`src/rtl/gpio_irq_pkg.sv`:
```
// Package: shared address constants and register select encoding for the
// GPIO interrupt cause aggregator. Assumes byte addressing of 32-bit words.
package gpio_irq_pkg;

    localparam logic [7:0] CAUSE_ADDR     = 8'h14;
    localparam logic [7:0] EDGE_EN_BASE   = 8'h18;
    localparam logic [7:0] LEVEL_EN_BASE  = 8'h1C;

    typedef enum logic [1:0] {
        SEL_NONE  = 2'd0,
        SEL_CAUSE = 2'd1,
        SEL_EDGE  = 2'd2,
        SEL_LEVEL = 2'd3
    } reg_sel_e;

endpackage

```
`src/rtl/gpio_edge_latch.sv`:
```
// Module: gpio_edge_latch
// Detects 0-to-1 transitions on each data-in bit and holds them in a sticky
// cause register. Software clears bits by writing 0; a 1 leaves a bit alone.
// A new rise in the same cycle as a clearing write wins.
// Assumes din is already synchronous to clk. The first cycle after reset only
// samples din, so a line that is high at reset release records no edge.
module gpio_edge_latch #(
    parameter int PINS = 32
) (
    input  logic            clk,
    input  logic            rst_n,
    input  logic [PINS-1:0] din,
    input  logic            ack_wr,
    input  logic [PINS-1:0] ack_data,
    output logic [PINS-1:0] cause
);

    logic [PINS-1:0] din_prev;
    logic            armed;
    logic [PINS-1:0] rise;
    logic [PINS-1:0] cause_nxt;

    // Keep the previous data-in value and note when it becomes valid.
    always_ff @(posedge clk) begin
        if (!rst_n) begin
            din_prev <= '0;
            armed    <= 1'b0;
        end else begin
            din_prev <= din;
            armed    <= 1'b1;
        end
    end

    // Rising transitions, suppressed until the previous sample is valid.
    always_comb begin
        rise = armed ? (din & ~din_prev) : '0;
    end

    // Acknowledge by writing zeros, then let new rises set bits again.
    always_comb begin
        cause_nxt = ack_wr ? (cause & ack_data) : cause;
        cause_nxt = cause_nxt | rise;
    end

    // Cause register.
    always_ff @(posedge clk) begin
        if (!rst_n) cause <= '0;
        else        cause <= cause_nxt;
    end


    sticky_hold_chk: assert property (@(posedge clk) disable iff (!rst_n)
        !ack_wr |=> ((cause & $past(cause)) == $past(cause)));


    write_one_keeps_chk: assert property (@(posedge clk) disable iff (!rst_n)
        ack_wr |=> ((cause & $past(ack_data & cause)) == $past(ack_data & cause)));


    write_zero_clears_chk: assert property (@(posedge clk) disable iff (!rst_n)
        ack_wr |=> ((cause & ~$past(ack_data) & ~$past(rise)) == '0));


    rise_sets_chk: assert property (@(posedge clk) disable iff (!rst_n)
        (rise != '0) |=> ((cause & $past(rise)) == $past(rise)));


    no_fall_set_chk: assert property (@(posedge clk) disable iff (!rst_n)
        !ack_wr |=> ((cause & ~$past(cause) & ~$past(din)) == '0));

endmodule

```
`src/rtl/gpio_mask_regs.sv`:
```
// Module: gpio_mask_regs
// Holds the per-line edge-enable and level-enable registers.
// Assumes the write strobes come from an address decode with at most one
// strobe active per cycle.
module gpio_mask_regs #(
    parameter int PINS = 32
) (
    input  logic            clk,
    input  logic            rst_n,
    input  logic            edge_wr,
    input  logic            level_wr,
    input  logic [PINS-1:0] wdata,
    output logic [PINS-1:0] edge_en,
    output logic [PINS-1:0] level_en
);

    // Edge-enable register.
    always_ff @(posedge clk) begin
        if (!rst_n)       edge_en <= '0;
        else if (edge_wr) edge_en <= wdata;
    end

    // Level-enable register.
    always_ff @(posedge clk) begin
        if (!rst_n)        level_en <= '0;
        else if (level_wr) level_en <= wdata;
    end


    en_reset_zero_chk: assert property (@(posedge clk)
        !rst_n |=> (edge_en == '0 && level_en == '0));

endmodule

```
`src/rtl/gpio_irq_group.sv`:
```
// Module: gpio_irq_group
// Merges the level and edge paths into one pending bit per line, then ORs
// the lines in blocks of GRP and registers one request per block.
// Assumes PINS is a multiple of GRP.
module gpio_irq_group #(
    parameter int PINS = 32,
    parameter int GRP  = 8,
    localparam int NGRP = PINS / GRP
) (
    input  logic            clk,
    input  logic            rst_n,
    input  logic [PINS-1:0] din,
    input  logic [PINS-1:0] level_en,
    input  logic [PINS-1:0] cause,
    input  logic [PINS-1:0] edge_en,
    output logic [NGRP-1:0] grp_irq
);

    logic [PINS-1:0] pend;
    logic [NGRP-1:0] grp_any;

    // Per-line pending: level path OR enabled edge path.
    always_comb begin
        pend = (din & level_en) | (cause & edge_en);
    end

    for (genvar g = 0; g < NGRP; g++) begin : g_grp
        // OR of this block's pending lines.
        assign grp_any[g] = |pend[g*GRP +: GRP];


        grp_level_chk: assert property (@(posedge clk) disable iff (!rst_n)
            (|(din[g*GRP +: GRP] & level_en[g*GRP +: GRP])) |=> grp_irq[g]);


        grp_lag_chk: assert property (@(posedge clk) disable iff (!rst_n)
            grp_irq[g] |-> $past(|(cause[g*GRP +: GRP] & edge_en[g*GRP +: GRP])
                               || |(din[g*GRP +: GRP] & level_en[g*GRP +: GRP])));
    end

    // Registered request outputs.
    always_ff @(posedge clk) begin
        if (!rst_n) grp_irq <= '0;
        else        grp_irq <= grp_any;
    end

endmodule

```
`src/rtl/gpio_irq_aggr.sv`:
```
// Module: gpio_irq_aggr (top)
// Register decode, read mux and wiring of edge latch, enable registers and
// group reduction. Assumes single-cycle writes and a combinational read.
module gpio_irq_aggr #(
    parameter int PINS     = 32,
    parameter int GRP      = 8,
    parameter int ADDR_W   = 8,
    parameter int MASK_OFS = 0,
    localparam int NGRP    = PINS / GRP
) (
    input  logic              clk,
    input  logic              rst_n,
    input  logic [PINS-1:0]   din_i,
    input  logic              bus_wr_i,
    input  logic [ADDR_W-1:0] bus_addr_i,
    input  logic [PINS-1:0]   bus_wdata_i,
    output logic [PINS-1:0]   bus_rdata_o,
    output logic [NGRP-1:0]   grp_irq_o
);
    import gpio_irq_pkg::*;

    localparam logic [ADDR_W-1:0] A_CAUSE = ADDR_W'(CAUSE_ADDR);
    localparam logic [ADDR_W-1:0] A_EDGE  = ADDR_W'(int'(EDGE_EN_BASE) + MASK_OFS);
    localparam logic [ADDR_W-1:0] A_LEVEL = ADDR_W'(int'(LEVEL_EN_BASE) + MASK_OFS);

    reg_sel_e        sel;
    logic [PINS-1:0] cause;
    logic [PINS-1:0] edge_en;
    logic [PINS-1:0] level_en;

    // Address decode.
    always_comb begin
        if      (bus_addr_i == A_CAUSE) sel = SEL_CAUSE;
        else if (bus_addr_i == A_EDGE)  sel = SEL_EDGE;
        else if (bus_addr_i == A_LEVEL) sel = SEL_LEVEL;
        else                            sel = SEL_NONE;
    end

    // Read mux.
    always_comb begin
        case (sel)
            SEL_CAUSE: bus_rdata_o = cause;
            SEL_EDGE:  bus_rdata_o = edge_en;
            SEL_LEVEL: bus_rdata_o = level_en;
            default:   bus_rdata_o = '0;
        endcase
    end

    gpio_edge_latch #(.PINS(PINS)) u_edge (
        .clk      (clk),
        .rst_n    (rst_n),
        .din      (din_i),
        .ack_wr   (bus_wr_i && sel == SEL_CAUSE),
        .ack_data (bus_wdata_i),
        .cause    (cause)
    );

    gpio_mask_regs #(.PINS(PINS)) u_en (
        .clk      (clk),
        .rst_n    (rst_n),
        .edge_wr  (bus_wr_i && sel == SEL_EDGE),
        .level_wr (bus_wr_i && sel == SEL_LEVEL),
        .wdata    (bus_wdata_i),
        .edge_en  (edge_en),
        .level_en (level_en)
    );

    gpio_irq_group #(.PINS(PINS), .GRP(GRP)) u_grp (
        .clk      (clk),
        .rst_n    (rst_n),
        .din      (din_i),
        .level_en (level_en),
        .cause    (cause),
        .edge_en  (edge_en),
        .grp_irq  (grp_irq_o)
    );


    out_reset_zero_chk: assert property (@(posedge clk)
        !rst_n |=> (grp_irq_o == '0 && cause == '0));

endmodule

```
`config.mk`:
```
export PLATFORM = sky130hd
export DESIGN_NAME = gpio_irq_aggr
export DESIGN_NICKNAME = d
export VERILOG_FILES = /design/src/rtl/gpio_irq_pkg.sv /design/src/rtl/gpio_edge_latch.sv /design/src/rtl/gpio_mask_regs.sv /design/src/rtl/gpio_irq_group.sv /design/src/rtl/gpio_irq_aggr.sv
export SDC_FILE = /design/constraint.sdc
export NUM_CORES = 1
export LEC_CHECK = 0
export CORE_AREA = 2 2 149 151
export CTS_CLUSTER_SIZE = 14
export DETAILED_ROUTE_END_ITERATION = 7
export DIE_AREA = 0 0 151 153
export GPL_ROUTABILITY_DRIVEN = 0
export PLACE_DENSITY_LB_ADDON = 0.08
export SETUP_SLACK_MARGIN = 0.4
export SYNTH_ARGS = -nofsm -noshare
export SYNTH_HDL_FRONTEND = slang
export SYNTH_HIERARCHICAL = 1
export SYNTH_SLANG_ARGS = --single-unit
```
`constraint.sdc`:
```
create_clock -name clk -period 2.03 [get_ports clk]
set_input_delay 0.5075 -clock clk [delete_from_list [all_inputs] [get_ports clk]]
set_output_delay 0.5075 -clock clk [all_outputs]
set_load 0.005 [all_outputs]
```
# Word-level counts from Yosys, hierarchy flattened

Cells that the tools add are included.
W data, S select, Z words.

Register bits: 133
Output and inout bits: 36

Equality and inequality tests: 6
Bitwise logic cells: 7
Muxes and demuxes: 7
Reduce and logical (&&, ||, !) cells: 7

Operators with widths:

| operator             | count |
|---|---|
| $and A32 B32 Y32     | 4 |
| $pmux W32 S3         | 1 |
| $mux W32             | 2 |
| $or A32 B32 Y32      | 2 |
| $not A32 Y32         | 1 |
| $reduce_or A8 Y1     | 4 |
| $eq A8 B5 Y1 const B | 3 |
| $mux W2              | 3 |
| $eq A2 B2 Y1 const B | 2 |
| $logic_and A1 B1 Y1  | 3 |
| $eq A2 B1 Y1 const B | 1 |
| $mux W1              | 1 |

# Logic depth before layout (Yosys ltp)

Gate-level depths: netlist (run 1).

Word-level depth: 8
Mapped depth: 8

# Hierarchy

The synthesis (run 1) kept the hierarchy.

By module, submodules not included:

| module          | instances | area an instance (um^2) | seq. area each (um^2) | cells an instance |
|---|---|---|---|---|
| gpio_mask_regs  | 1         | 2492.4                  | 1281.2                | 207 |
| gpio_edge_latch | 1         | 2381.0                  | 1301.2                | 206 |
| gpio_irq_aggr   | 1         | 977.2                   | 0.0                   | 119 |
| gpio_irq_group  | 1         | 460.4                   | 80.1                  | 48 |

# Least setup slack after synthesis (run 1)

Ideal clock, no wire load.

Path type: input-to-reg
Start point: input bus_addr_i[3]
End point: register u_edge.cause[11]
Library setup time: 117 ps
Path buffers: 4
Data arrival time: 1925 ps
Path slack: -13 ps
Stages: 8
Cells stage by stage: buf_2 > nor2b_1 > buf_4 > buf_6 > nor3b_1 > buf_2 > nand2b_1 > a32o_1

Longest elaborated chain between the ends: 8

Ends and longest elaborated chain:

| element                 | RTL line              | source |
|---|---|---|
| start, declared         | gpio_irq_aggr.sv:15   | `input logic [ADDR_W-1:0] bus_addr_i,` |
| $eq A8 B5 Y1            | gpio_irq_aggr.sv:35   | `else if (bus_addr_i == A_LEVEL) sel = SEL_LEVEL;` |
| $mux W2                 | gpio_irq_aggr.sv:35   |  |
| $mux W2                 | gpio_irq_aggr.sv:34   | `else if (bus_addr_i == A_EDGE) sel = SEL_EDGE;` |
| $mux W2 (*)             | gpio_irq_aggr.sv:33   | `if (bus_addr_i == A_CAUSE) sel = SEL_CAUSE;` |
| $eq A2 B1 Y1 (*)        | gpio_irq_aggr.sv:53   | `.ack_wr (bus_wr_i && sel == SEL_CAUSE),` |
| $logic_and A1 B1 Y1 (*) | gpio_irq_aggr.sv:53   |  |
| $mux W32 (*)            | gpio_edge_latch.sv:41 | `cause_nxt = ack_wr ? (cause & ack_data) : cause;` |
| $or A32 B32 Y32 (*)     | gpio_edge_latch.sv:42 | `cause_nxt = cause_nxt \| rise;` |
| end signal, assigned    | gpio_edge_latch.sv:48 | `else cause <= cause_nxt;` |
| end, declared           | gpio_edge_latch.sv:15 | `output logic [PINS-1:0] cause` |

Every way passes the cells marked *; elsewhere a longest branch is shown, timed or not.
A chain may end at the register's enable or synchronous reset.

# Worst setup path after layout (run 1)

Start point: input bus_addr_i[7]
End point: output bus_rdata_o[15]

Longest elaborated chain between the ends: 6

Ends and longest elaborated chain:

| element                                      | RTL line            | source |
|---|---|---|
| $eq A8 B5 Y1                                 | gpio_irq_aggr.sv:35 |  |
| $mux W2                                      | gpio_irq_aggr.sv:35 |  |
| $mux W2                                      | gpio_irq_aggr.sv:34 |  |
| $mux W2 (*)                                  | gpio_irq_aggr.sv:33 |  |
| $eq A2 B2 Y1 or $eq A2 B1 Y1 (tied branches) | gpio_irq_aggr.sv:41 | `case (sel)` |
| $pmux W32 S3 (*)                             | gpio_irq_aggr.sv:41 |  |
| end, declared                                | gpio_irq_aggr.sv:17 | `output logic [PINS-1:0] bus_rdata_o,` |

Marks and branches as above.

==> results of run 1 <==
==> area by class of cell <==
type	count	area share
Clock buffer	22	0.04966
Clock inverter	9	0.02128
Sequential cell	133	0.2848
Timing Repair Buffer	171	0.2120
Multi-Input combinational cell	403	0.3943
Tap cell	280	0.03748
Inverter	1	0.0004016
==> cell families (layout without fill, tap and decap cells) <==
kind of cell / after synthesis / after routing / share of synthesized area
flops: 133 / 133 / 0.4219
compound gates: 100 / 100 / 0.1475
mux: 96 / 96 / 0.1586
simple gates: 207 / 207 / 0.2076
buf+inv: 44 / 203 / 0.06443
==> power breakdown <==
group	internal (mW)	switching [mW]
combinational	0.336	0.255
sequential	2.70	0.0595
clock	2.36	1.14
==> state kept, by name, indices dropped and copies added (netlist names) <==
| name | cells |
|---|---|
| u_edge/armed | 1 |
| u_edge/cause | 32 |
| u_grp/grp_irq | 4 |
| u_en/edge_en | 32 |
| u_en/level_en | 32 |
| u_edge/din_prev | 32 |
==> cell usage after synthesis, types with 6 or more instances <==
cell type / number / area share
a22oi_1: 42 / 0.050
nand2b_1: 32 / 0.032
and2_4: 28 / 0.039
mux2_1: 6 / 0.011
buf_6: 13 / 0.023
mux2i_1: 64 / 0.10
a22o_1: 8 / 0.011
buf_2: 7 / 0.0056
a32o_1: 32 / 0.051
nor2_1: 32 / 0.019
nand3_1: 8 / 0.0063
buf_12: 6 / 0.019
a22oi_2: 6 / 0.012
a221oi_2: 8 / 0.019
nor2b_1: 97 / 0.096
clkbuf_1: 10 / 0.0059
mux2_2: 26 / 0.046
dfxtp_1: 133 / 0.42
==> worst max-delay path by stage <==
| stage | from | end | slack [ns] |
|---|---|---|---|
| 6_report | bus_addr_i[7] | bus_rdata_o[15] | -0.26 |
| 5_1_grt | bus_addr_i[7] | u_en/level_en[12] | -0.30 |
| 4_1_cts | bus_addr_i[0] | bus_rdata_o[15] | -0.24 |
| 3_5_place_dp | bus_addr_i[7] | u_edge/cause[29] | -0.81 |
| 3_3_place_gp | bus_addr_i[7] | bus_rdata_o[21] | -0.77 |
| 2_1_floorplan | bus_addr_i[7] | u_en/edge_en[0] | 0.17 |
==> worst max-delay path: stages <==
cell      delay (ns)
buf_6           0.09
nor4_4          0.31
nand3b_4        0.13
buf_12          0.14
buf_12          0.13
buf_6           0.11
buf_12          0.14
nor2_4          0.09
buf_2           0.11
==> through the flow <==
| step | hold WS (ns) | setup WS, ns |
|---|---|---|
| 2_1_floorplan | 0.4926 | 0.1723 |
| 3_3_place_gp | 0.5119 | -0.7667 |
| 3_5_place_dp | 0.5244 | -0.8094 |
| 4_1_cts | 0.4630 | -0.2437 |
| 5_1_grt | 0.4799 | -0.3014 |
| 6_report | 0.4808 | -0.2608 |
==> routing by layer <==
metal / up-vias / track usage
met2: 126 / 0.3006
met4: 0 / 0.04762
li1: 2380 / -
met5: - / 0
met3: 20 / 0.04090
met1: 2408 / 0.2522
==> repair_timing <==
action                                  CTS  global route
buffers inserted                         19             4
endpoints found under the hold margin     0             0
endpoints found under the setup margin  132           128
gates cloned                             13             0
resized for setup                       228            26
pin swaps                                50             9
==> flow_metrics.env, run 1 <==
export IMPL_dr_first_iter_drc_count=167
export IMPL_wl_met2_mm=9.952
export IMPL_synthCells=580
export IMPL_grtUsageTotal=0.1864
export IMPL_core_um2=21490
export IMPL_port_buffer_count=110
export IMPL_setup_viol=128
export IMPL_cts_clk_slew_worst_paths_ns=0.06
export IMPL_grt_ovfl_total=0
export IMPL_grt_pass1_wl_mm=32.13
export IMPL_placed_area_um2=7812
export IMPL_crit_type="in2out"
export IMPL_first_pass_iters=5
export IMPL_routedLengthMet1_mm=9.941
export IMPL_layout_commonest_cell="dfxtp_1"
export IMPL_mostFrequentLayoutCells="133 x dfxtp_1, 96 x nor2b_1, 65 x clkdlybuf4s50_1"
export IMPL_die_width_um=151
export IMPL_drv_cap=0
export IMPL_p_leak_nw=3.376
export IMPL_ios=111
export IMPL_grt_max_degree=50
export IMPL_instances_no_fill=1019
export IMPL_highest_layer="met4"
export IMPL_dr_wl_met3_um=885
export IMPL_wl_mm=21.06
export IMPL_synth_seq_area_share=0.4219
export IMPL_drive_above_1_share=0.3532
export IMPL_slew_viol_final=0
export IMPL_num_fill_cells=2043
export IMPL_synth_nets=655
export IMPL_cts_tree="built"
export IMPL_multi_input_area_um2=3686
export IMPL_clock_latency_ns=0.42
export IMPL_hold_path_startpoint="rst_n"
export IMPL_start_kind="input pin"
export IMPL_min_path_type="in2reg"
export IMPL_dieArea_um2=23100
export IMPL_fin_total_pwr_mw=6.844
export IMPL_r2r_slack_ns=0.78
export IMPL_synth_edf_count=0
export IMPL_endpoint_kind="output port"
export IMPL_synth_area_um2=6311
export IMPL_fin_ws_ns=-0.2608
export IMPL_final_core_util=0.4351
export IMPL_regArea_um2=2663
export IMPL_r2r_start="u_en/level_en[19]"
export IMPL_slew_headroom=0.7278
export IMPL_place_inst=952
export IMPL_post_drt_wl_per_cell_um=20.67
export IMPL_synthFlopType="dfxtp_1"
export IMPL_failed_checks="setup timing"
export IMPL_avgSynthCellArea_um2=10.88
export IMPL_clock_path_buffers=2
export IMPL_nets=802
export IMPL_async_reset_ff_frac=0
export IMPL_initial_utilization=0.2937
export IMPL_dieHeight_um=153
export IMPL_num_rows=54
export IMPL_rsz0062_at_grt="yes"
export IMPL_hold_viol=0
export IMPL_worst_clock_skew_ns=0.004310
export IMPL_max_freq_mhz=436.5
export IMPL_powerDensity_nw_per_um2=732.1
export IMPL_routed_via_density=4.842
export IMPL_ys_seq_elements=133
export IMPL_via_count=4934
export IMPL_post_route_period_util=1.128
export IMPL_numCtsBuffers=17
export IMPL_htreeDepth=4
export IMPL_min_to="u_grp/grp_irq[0]"
export IMPL_antenna_found_initial=0
export IMPL_holdBufCountCts=0
export IMPL_arrival_ns=1.78
export IMPL_ir_drop_v=0.0004723
export IMPL_critPathMaxFanout=7
export IMPL_ant_nets=0
export IMPL_worst_pin_slew_ns=0.4083
export IMPL_fin_area_um2=9348
export IMPL_cts_root_buffer="clkbuf_16"
export IMPL_grt_pass1_vias=5294
export IMPL_dp_hpwl_mm=12.95
export IMPL_clock_sinks=133
export IMPL_diodes=0
export IMPL_syn_to_final_growth_pct=48.12
export IMPL_worst_r2r_endpoint="u_grp/grp_irq[2]"
export IMPL_min_period_ns=2.291
export IMPL_status="finished with violations"
export IMPL_required_ns=1.52
export IMPL_yosysWarnings=6
export IMPL_route_detailed_drc=0
export IMPL_yosysUniqueCellTypes=30
export IMPL_r2r_cells=4
export IMPL_min_path_cells=2
export IMPL_fin_setup_tns_ns=-15.89
Note: power is estimated with default switching activity, not from simulation.
==> inputs of run 2 (changes only) <==
ABC_AREA = 1   (was default)
CORE_AREA = 2 2 139 141   (was 2 2 149 151)
DIE_AREA = 0 0 141 143   (was 0 0 151 153)
==> run 2 against run 1 <==
Compared with the run above:
- the flow still finishes with violations (setup timing)
- critical path type unchanged
- first-iteration DRC count grew to 2.6 times the previous value
- via count is 48% higher
- utilization is 19 points higher
- clock skew is 0.0014 ns higher
==> flow_metrics.env, run 2 <==
export IMPL_final_core_util=0.6278
export IMPL_hold_viol=0
export IMPL_crit_type="in2out"
export IMPL_wl_mm=27.47
export IMPL_r2r_start="u_edge/armed"
export IMPL_critical_path_depth=12
export IMPL_die_width_um=141
export IMPL_path_cells="buf_6 -> inv_6 -> nand2_4 -> nor2_4 -> buf_6 -> buf_6 -> buf_12 -> buf_16 -> buf_12 -> nand3_2 -> nand3_2 -> buf_2"
export IMPL_synth_top_cell_area_share=0.4137
export IMPL_path_buf_inv=8
export IMPL_grt_max_degree=39
export IMPL_async_reset_ff_frac=0
export IMPL_yosys_top_cells_area="dfxtp_1 41%, nand2_1 20%, nand3_1 12%"
export IMPL_ios=111
export IMPL_powerDensity_nw_per_um2=579.5
export IMPL_clock_latency_ns=0.42
export IMPL_dr_first_iter_drc_count=439
export IMPL_slew_headroom=0.6201
export IMPL_worst_clock_skew_ns=0.005752
export IMPL_drive_above_1_share=0.4148
export IMPL_cts_clk_slew_worst_paths_ns=0.05
export IMPL_yosysUniqueCellTypes=12
export IMPL_syn_to_final_growth_pct=81.24
export IMPL_antenna_found_initial=2
export IMPL_dieArea_um2=20160
export IMPL_synth_edf_count=0
export IMPL_initial_utilization=0.3464
export IMPL_port_buffer_count=110
export IMPL_clock_sinks=133
export IMPL_routed_via_density=5.019
export IMPL_status="finished with violations"
export IMPL_synth_area_um2=6436
export IMPL_critical_path_top_delay_family="buffers and inverters"
export IMPL_fin_ws_ns=-0.1765
export IMPL_p_leak_nw=5.681
export IMPL_dieHeight_um=143
export IMPL_start_kind="input pin"
export IMPL_instances_no_fill=1450
export IMPL_min_period_ns=2.207
export IMPL_synth_nets=1086
export IMPL_htreeDepth=4
export IMPL_grt_ovfl_total=0
export IMPL_ir_drop_v=0.0005529
export IMPL_numCtsBuffers=17
export IMPL_num_rows=50
export IMPL_synthCells=1011
export IMPL_synth_most_common_cell="nand2_1"
export IMPL_synth_commonest_cells="336 x nand2_1, 160 x nand3_1, 155 x nor2_1, 137 x inv_1, 133 x dfxtp_1"
export IMPL_route_detailed_drc=0
export IMPL_grt_pass1_vias=6904
export IMPL_avgSynthCellArea_um2=6.366
export IMPL_setup_worst_path_start="bus_addr_i[6]"
export IMPL_cts_tree="built"
export IMPL_first_pass_iters=5
export IMPL_slew_viol_final=0
export IMPL_nets=1279
export IMPL_cpPeakStageDelay_ns=0.15
export IMPL_crit_slowest_cell="buf_12"
export IMPL_grt_pass1_wl_mm=39.34
export IMPL_endpoint_kind="output port"
export IMPL_critPathMaxFanout=8
export IMPL_crit_path_end="bus_rdata_o[28]"
export IMPL_post_drt_wl_per_cell_um=18.95
export IMPL_setup_viol=28
export IMPL_holdBufCountCts=0
export IMPL_ant_nets=0
export IMPL_dp_hpwl_mm=12.55
export IMPL_arrival_ns=1.70
export IMPL_failed_checks="setup timing"
export IMPL_via_count=7278
export IMPL_core_um2=18580
export IMPL_worst_pin_slew_ns=0.5691
export IMPL_rsz0062_at_grt="yes"
export IMPL_place_inst=1324
export IMPL_synth_seq_area_share=0.4137
export IMPL_yosysWarnings=6
export IMPL_grtUsageTotal=0.2620
export IMPL_drv_cap=0
export IMPL_layout_commonest_cell="nand2_1"
export IMPL_yosysTopAreaCell="dfxtp_1"
export IMPL_max_freq_mhz=453.2
export IMPL_r2r_cells=3
export IMPL_ys_seq_elements=133
export IMPL_r2r_slack_ns=0.73
export IMPL_worst_r2r_endpoint="u_edge/cause[7]"
export IMPL_min_path_type="reg2reg"
export IMPL_post_route_period_util=1.087
export IMPL_clock_path_buffers=2
export IMPL_required_ns=1.52
export IMPL_cts_root_buffer="clkbuf_16"
export IMPL_mostFrequentLayoutCells="178 x nand2_1, 144 x nor2_1, 132 x dfxtp_1"
export IMPL_synthFlopType="dfxtp_1"
export IMPL_cpMostUsedCell="buf_6"
## run 2: changes by cell type after synthesis, sizes merged, moves of 31 or more
cell / previous run / this run
nand3: 8 / 160
inv: 1 / 137
a21oi: 0 / 31
mux2i: 64 / 0
mux2: 32 / 0
and2: 32 / 0
nor2b: 97 / 0
nand2b: 32 / 0
nand2: 1 / 337
a22oi: 48 / 0
nor2: 32 / 159
a32o: 32 / 0
## run 2: worst register-to-register path, stage by stage, from the launching register on
cell	delay (ns)
dfxtp_1	0.68
buf_12	0.24
nand3_1	0.15
a21oi_2	0.16
## run 2: kinds of logic (layout without fill, tap and decap cells)
kind of cell    Yosys count  in the layout  synth area share
buf+inv                 190            394            0.1423
flops                   133            133            0.4137
compound gates           31             31           0.02411
simple gates            657            657            0.4199
other cells               0              1                 0
## run 2: worst min-delay path by stage
stage,start,to,slack [ns],depth (start not counted)
after floorplan,u_edge/cause[31],u_edge/cause[31],0.45,2
after global placement,u_edge/cause[17],u_edge/cause[17],0.47,2
after detailed placement,u_edge/cause[3],u_edge/cause[3],0.47,2
after CTS,rst_n,u_edge/armed,0.46,1
after global routing,rst_n,u_edge/armed,0.49,1
final,u_edge/din_prev[29],u_edge/cause[29],0.49,3
## run 2: area by class of cell
cell class / instances / area, µm²
clock buffer: 20 / 466.7
inverter: 137 / 531.8
antenna: 1 / 2.502
fill: 1631 / 6915
multi-input combinational: 688 / 4488
tap: 234 / 292.8
sequential: 133 / 2664
timing repair buffer: 227 / 3089
clock inverter: 10 / 130.1
## run 2: what timing repair did
action / CTS / global route
cloned: 32 / 3
setup buffers: 56 / 4
pin swaps: 71 / 126
endpoints found under the setup margin: 132 / 128
resized for setup: 400 / 233
## run 2: where the power goes
group	switching, mW	internal [mW]
logic	0.422	0.378
clock network	1.20	2.00
registers	0.0685	2.69
## run 2: layer usage
layer  wire length (µm)  track usage  vias to the layer above
met5                 13            0                        -
met4                418      0.08789                        2
met3               1840      0.05131                       37
met2              13210       0.4249                      278
met1              11990       0.3507                     3485
li1                   -            -                     3476
## run 2: stage by stage
| step | power (mW) | hold slack, ns | setup TNS [ns] | area (µm²) | setup WS, ns |
|---|---|---|---|---|---|
| after floorplan | 3.040 | 0.4508 | 0 | 6604 | 0.3833 |
| after global placement | 3.305 | 0.4687 | -63.91 | 7899 | -0.8468 |
| after detailed placement | 3.306 | 0.4698 | -63.66 | 7899 | -0.8411 |
| after CTS | 6.653 | 0.4586 | -2.173 | 10590 | -0.1471 |
| after global routing | 6.948 | 0.4861 | -4.081 | 11660 | -0.2250 |
| final | 6.760 | 0.4857 | -2.795 | 11660 | -0.1765 |
==> inputs of run 3 (changes only) <==
CTS_BUF_LIST = sky130_fd_sc_hd__clkbuf_4 sky130_fd_sc_hd__clkbuf_8   (was default)
RECOVER_POWER = 25   (was default)
clock period = 2.6 ns   (was 2.03 ns; I/O delays follow)
==> run 3 against run 2 <==
Compared with the run above:
- clock skew is 0.0073 ns higher
- the run ends with capacitance limit, slew limit left
- register-to-register slack better by 0.83 ns
- clock-buffer cell count rose by 10
- wire length down 22%
- sequential power decreased by 22%
- largest power group is now registers
- largest cell class unchanged
- highest routed layer is now met4
- non-clock buffer count shrank 49
- sequential cell count unchanged
- global-route usage fell by 4.6 points
- clock power shrank 42%
- via count fell by 9.9%
- total power shrank 33%
==> flow_metrics.env, run 3 (synthesis gave the netlist of run 2 again) <==
export IMPL_drv_cap=1
export IMPL_dr_first_iter_drc_count=407
export IMPL_worst_r2r_endpoint="u_grp/grp_irq[1]"
export IMPL_ant_nets=0
export IMPL_core_um2=18580
export IMPL_required_ns=1.95
export IMPL_p_comb_frac=0.109
export IMPL_slew_headroom=-0.2039
export IMPL_min_period_ns=2.441
export IMPL_r2r_cells=6
export IMPL_num_rows=50
export IMPL_worst_pin_slew_ns=1.806
export IMPL_die_width_um=141
export IMPL_routed_via_density=4.677
export IMPL_antenna_found_initial=0
export IMPL_route_detailed_drc=0
export IMPL_powerDensity_nw_per_um2=476.3
export IMPL_grt_pass1_vias=6138
export IMPL_regArea_um2=2663
export IMPL_use_met2=0.3538
export IMPL_ir_drop_v=0.0002925
export IMPL_slew_viol_final=37
export IMPL_busiest_layer="met2"
export IMPL_numCtsBuffers=17
export IMPL_grt_max_degree=46
export IMPL_clock_path_buffers=2
export IMPL_setup_viol=0
export IMPL_clock_latency_ns=0.43
export IMPL_diodes=0
export IMPL_grtUsageTotal=0.2156
export IMPL_layout_commonest_cell="nand2_1"
export IMPL_crit_type="in2out"
export IMPL_failed_checks="capacitance limit, slew limit"
export IMPL_grt_ovfl_total=0
export IMPL_dieHeight_um=143
export IMPL_wl_mm=21.30
export IMPL_dp_hpwl_mm=12.47
export IMPL_r2r_start="u_edge/cause[8]"
export IMPL_multi_input_area_um2=3438
export IMPL_htreeDepth=4
export IMPL_grt_pass1_wl_mm=33.46
export IMPL_status="finished with violations"
export IMPL_post_route_period_util=0.9389
export IMPL_sequentialPowerShare=0.476
export IMPL_setup_worst_path_start="bus_addr_i[5]"
export IMPL_num_fill_cells=1924
export IMPL_arrival_ns=1.79
export IMPL_hold_viol=0
export IMPL_final_core_util=0.5081
export IMPL_grt_use_met1=0.2899
export IMPL_rsz0062_at_grt="yes"
export IMPL_initial_utilization=0.3464
export IMPL_cts_clk_slew_worst_paths_ns=0.07
export IMPL_dieArea_um2=20160
export IMPL_worst_clock_skew_ns=0.01302
export IMPL_mostFrequentLayoutCells="333 x nand2_1, 152 x nor2_1, 133 x dfxtp_1"
export IMPL_cts_tree="built"
export IMPL_clock_sinks=133
export IMPL_port_buffer_count=110
export IMPL_nets=1230
export IMPL_cts_root_buffer="clkbuf_8"
export IMPL_drive_above_1_share=0.2149
export IMPL_fin_total_pwr_mw=4.497
export IMPL_first_pass_iters=5
export IMPL_critPathMaxFanout=6
export IMPL_use_met3=0.04594
export IMPL_swShare=0.2372
export IMPL_syn_to_final_growth_pct=46.68
export IMPL_start_kind="input pin"
export IMPL_endpoint_kind="output port"
export IMPL_pwr_share_clk=0.415
export IMPL_ios=111
export IMPL_post_drt_wl_per_cell_um=15.19
export IMPL_crit_path_end="bus_rdata_o[10]"
export IMPL_power_switching_mw=1.067
export IMPL_intPower_mw=3.430
export IMPL_via_count=6557
export IMPL_min_path_type="reg2reg"
export IMPL_r2r_slack_ns=1.56
export IMPL_p_leak_nw=4.540
export IMPL_max_freq_mhz=409.7
run 3: changes by cell type in the layout (fill, tap and decap cells not counted), sizes merged:
cell,delta
diode,-1
clkbuf,+10
bufbuf,-1
dlygate4sd3,+4
buf,-47
dlygate4sd2,-4
bufinv,-1
clkinv,-5
clkinvlp,-2
clkdlybuf4s15,-1
run 3: area by class of cell:
type	count	area share
multi-input combinational	688	0.3642
clock buffer	30	0.03910
clock inverter	2	0.006362
sequential	133	0.2820
tap	234	0.03101
inverter	137	0.05500
timing repair buffer	178	0.2223
run 3: per-layer routing:
metal / part of all wire / wire length (µm) / up-vias
li1: - / - / 3359
met1: 0.48 / 10140 / 3018
met3: 0.048 / 1015 / 17
met4: 0.012 / 250 / 0
met5: 0 / 0 / -
met2: 0.46 / 9895 / 163
run 3: power by group through the flow:
stage	Sequential, mW	Clock [mW]	Combinational (mW)
4_1_cts	2.14	1.91	0.480
6_report	2.14	1.87	0.491
3_5_place_dp	2.18	0	0.389
5_1_grt	2.15	2.00	0.536
2_1_floorplan	2.17	0	0.193
3_3_place_gp	2.18	0	0.386
run 3: worst max-delay path, stage by stage:
cell     delay (ns)
buf_6          0.09
inv_2          0.04
nand2_2        0.06
nor2_4         0.14
buf_6          0.12
buf_12         0.13
buf_12         0.14
buf_8          0.13
nand3_2        0.07
nand3_2        0.10
buf_2          0.12
run 3: stage by stage:
| stage | cell area (µm²) | std cells | hold WS, ns | TNS, ns | setup slack, ns |
|---|---|---|---|---|---|
| floorplan | 6436 | 1011 | 0.4508 | 0 | 0.6349 |
| global placement | 7774 | 1326 | 0.4694 | -13.84 | -0.4682 |
| detailed placement | 7774 | 1326 | 0.4687 | -13.80 | -0.4702 |
| CTS | 9266 | 1400 | 0.4853 | 0 | 0.1916 |
| global route | 9440 | 1402 | 0.5094 | 0 | 0.06467 |
| finish | 9440 | 1402 | 0.4844 | 0 | 0.1589 |
run 3: repair_timing:
| action | 4_1_cts | 5_1_grt |
|---|---|---|
| setup endpoints to repair | 32 | 32 |
| gates cloned | 14 | 1 |
| gates resized for setup | 303 | 24 |
| pin swaps | 52 | 21 |
| setup buffers | 28 | 1 |
| hold buffers | 0 | 0 |
run 3: how the worst min path moves through the flow:
| stage | startpoint | end | slack [ns] | depth (start not counted) |
|---|---|---|---|---|
| global placement | u_edge/cause[19] | u_edge/cause[19] | 0.47 | 2 |
| finish | u_edge/cause[2] | u_edge/cause[2] | 0.48 | 2 |
| detailed placement | u_edge/cause[10] | u_edge/cause[10] | 0.47 | 2 |
| floorplan | u_edge/cause[31] | u_edge/cause[31] | 0.45 | 2 |
| CTS | u_edge/cause[17] | u_edge/cause[17] | 0.49 | 2 |
| global route | u_edge/cause[16] | u_edge/cause[16] | 0.51 | 2 |
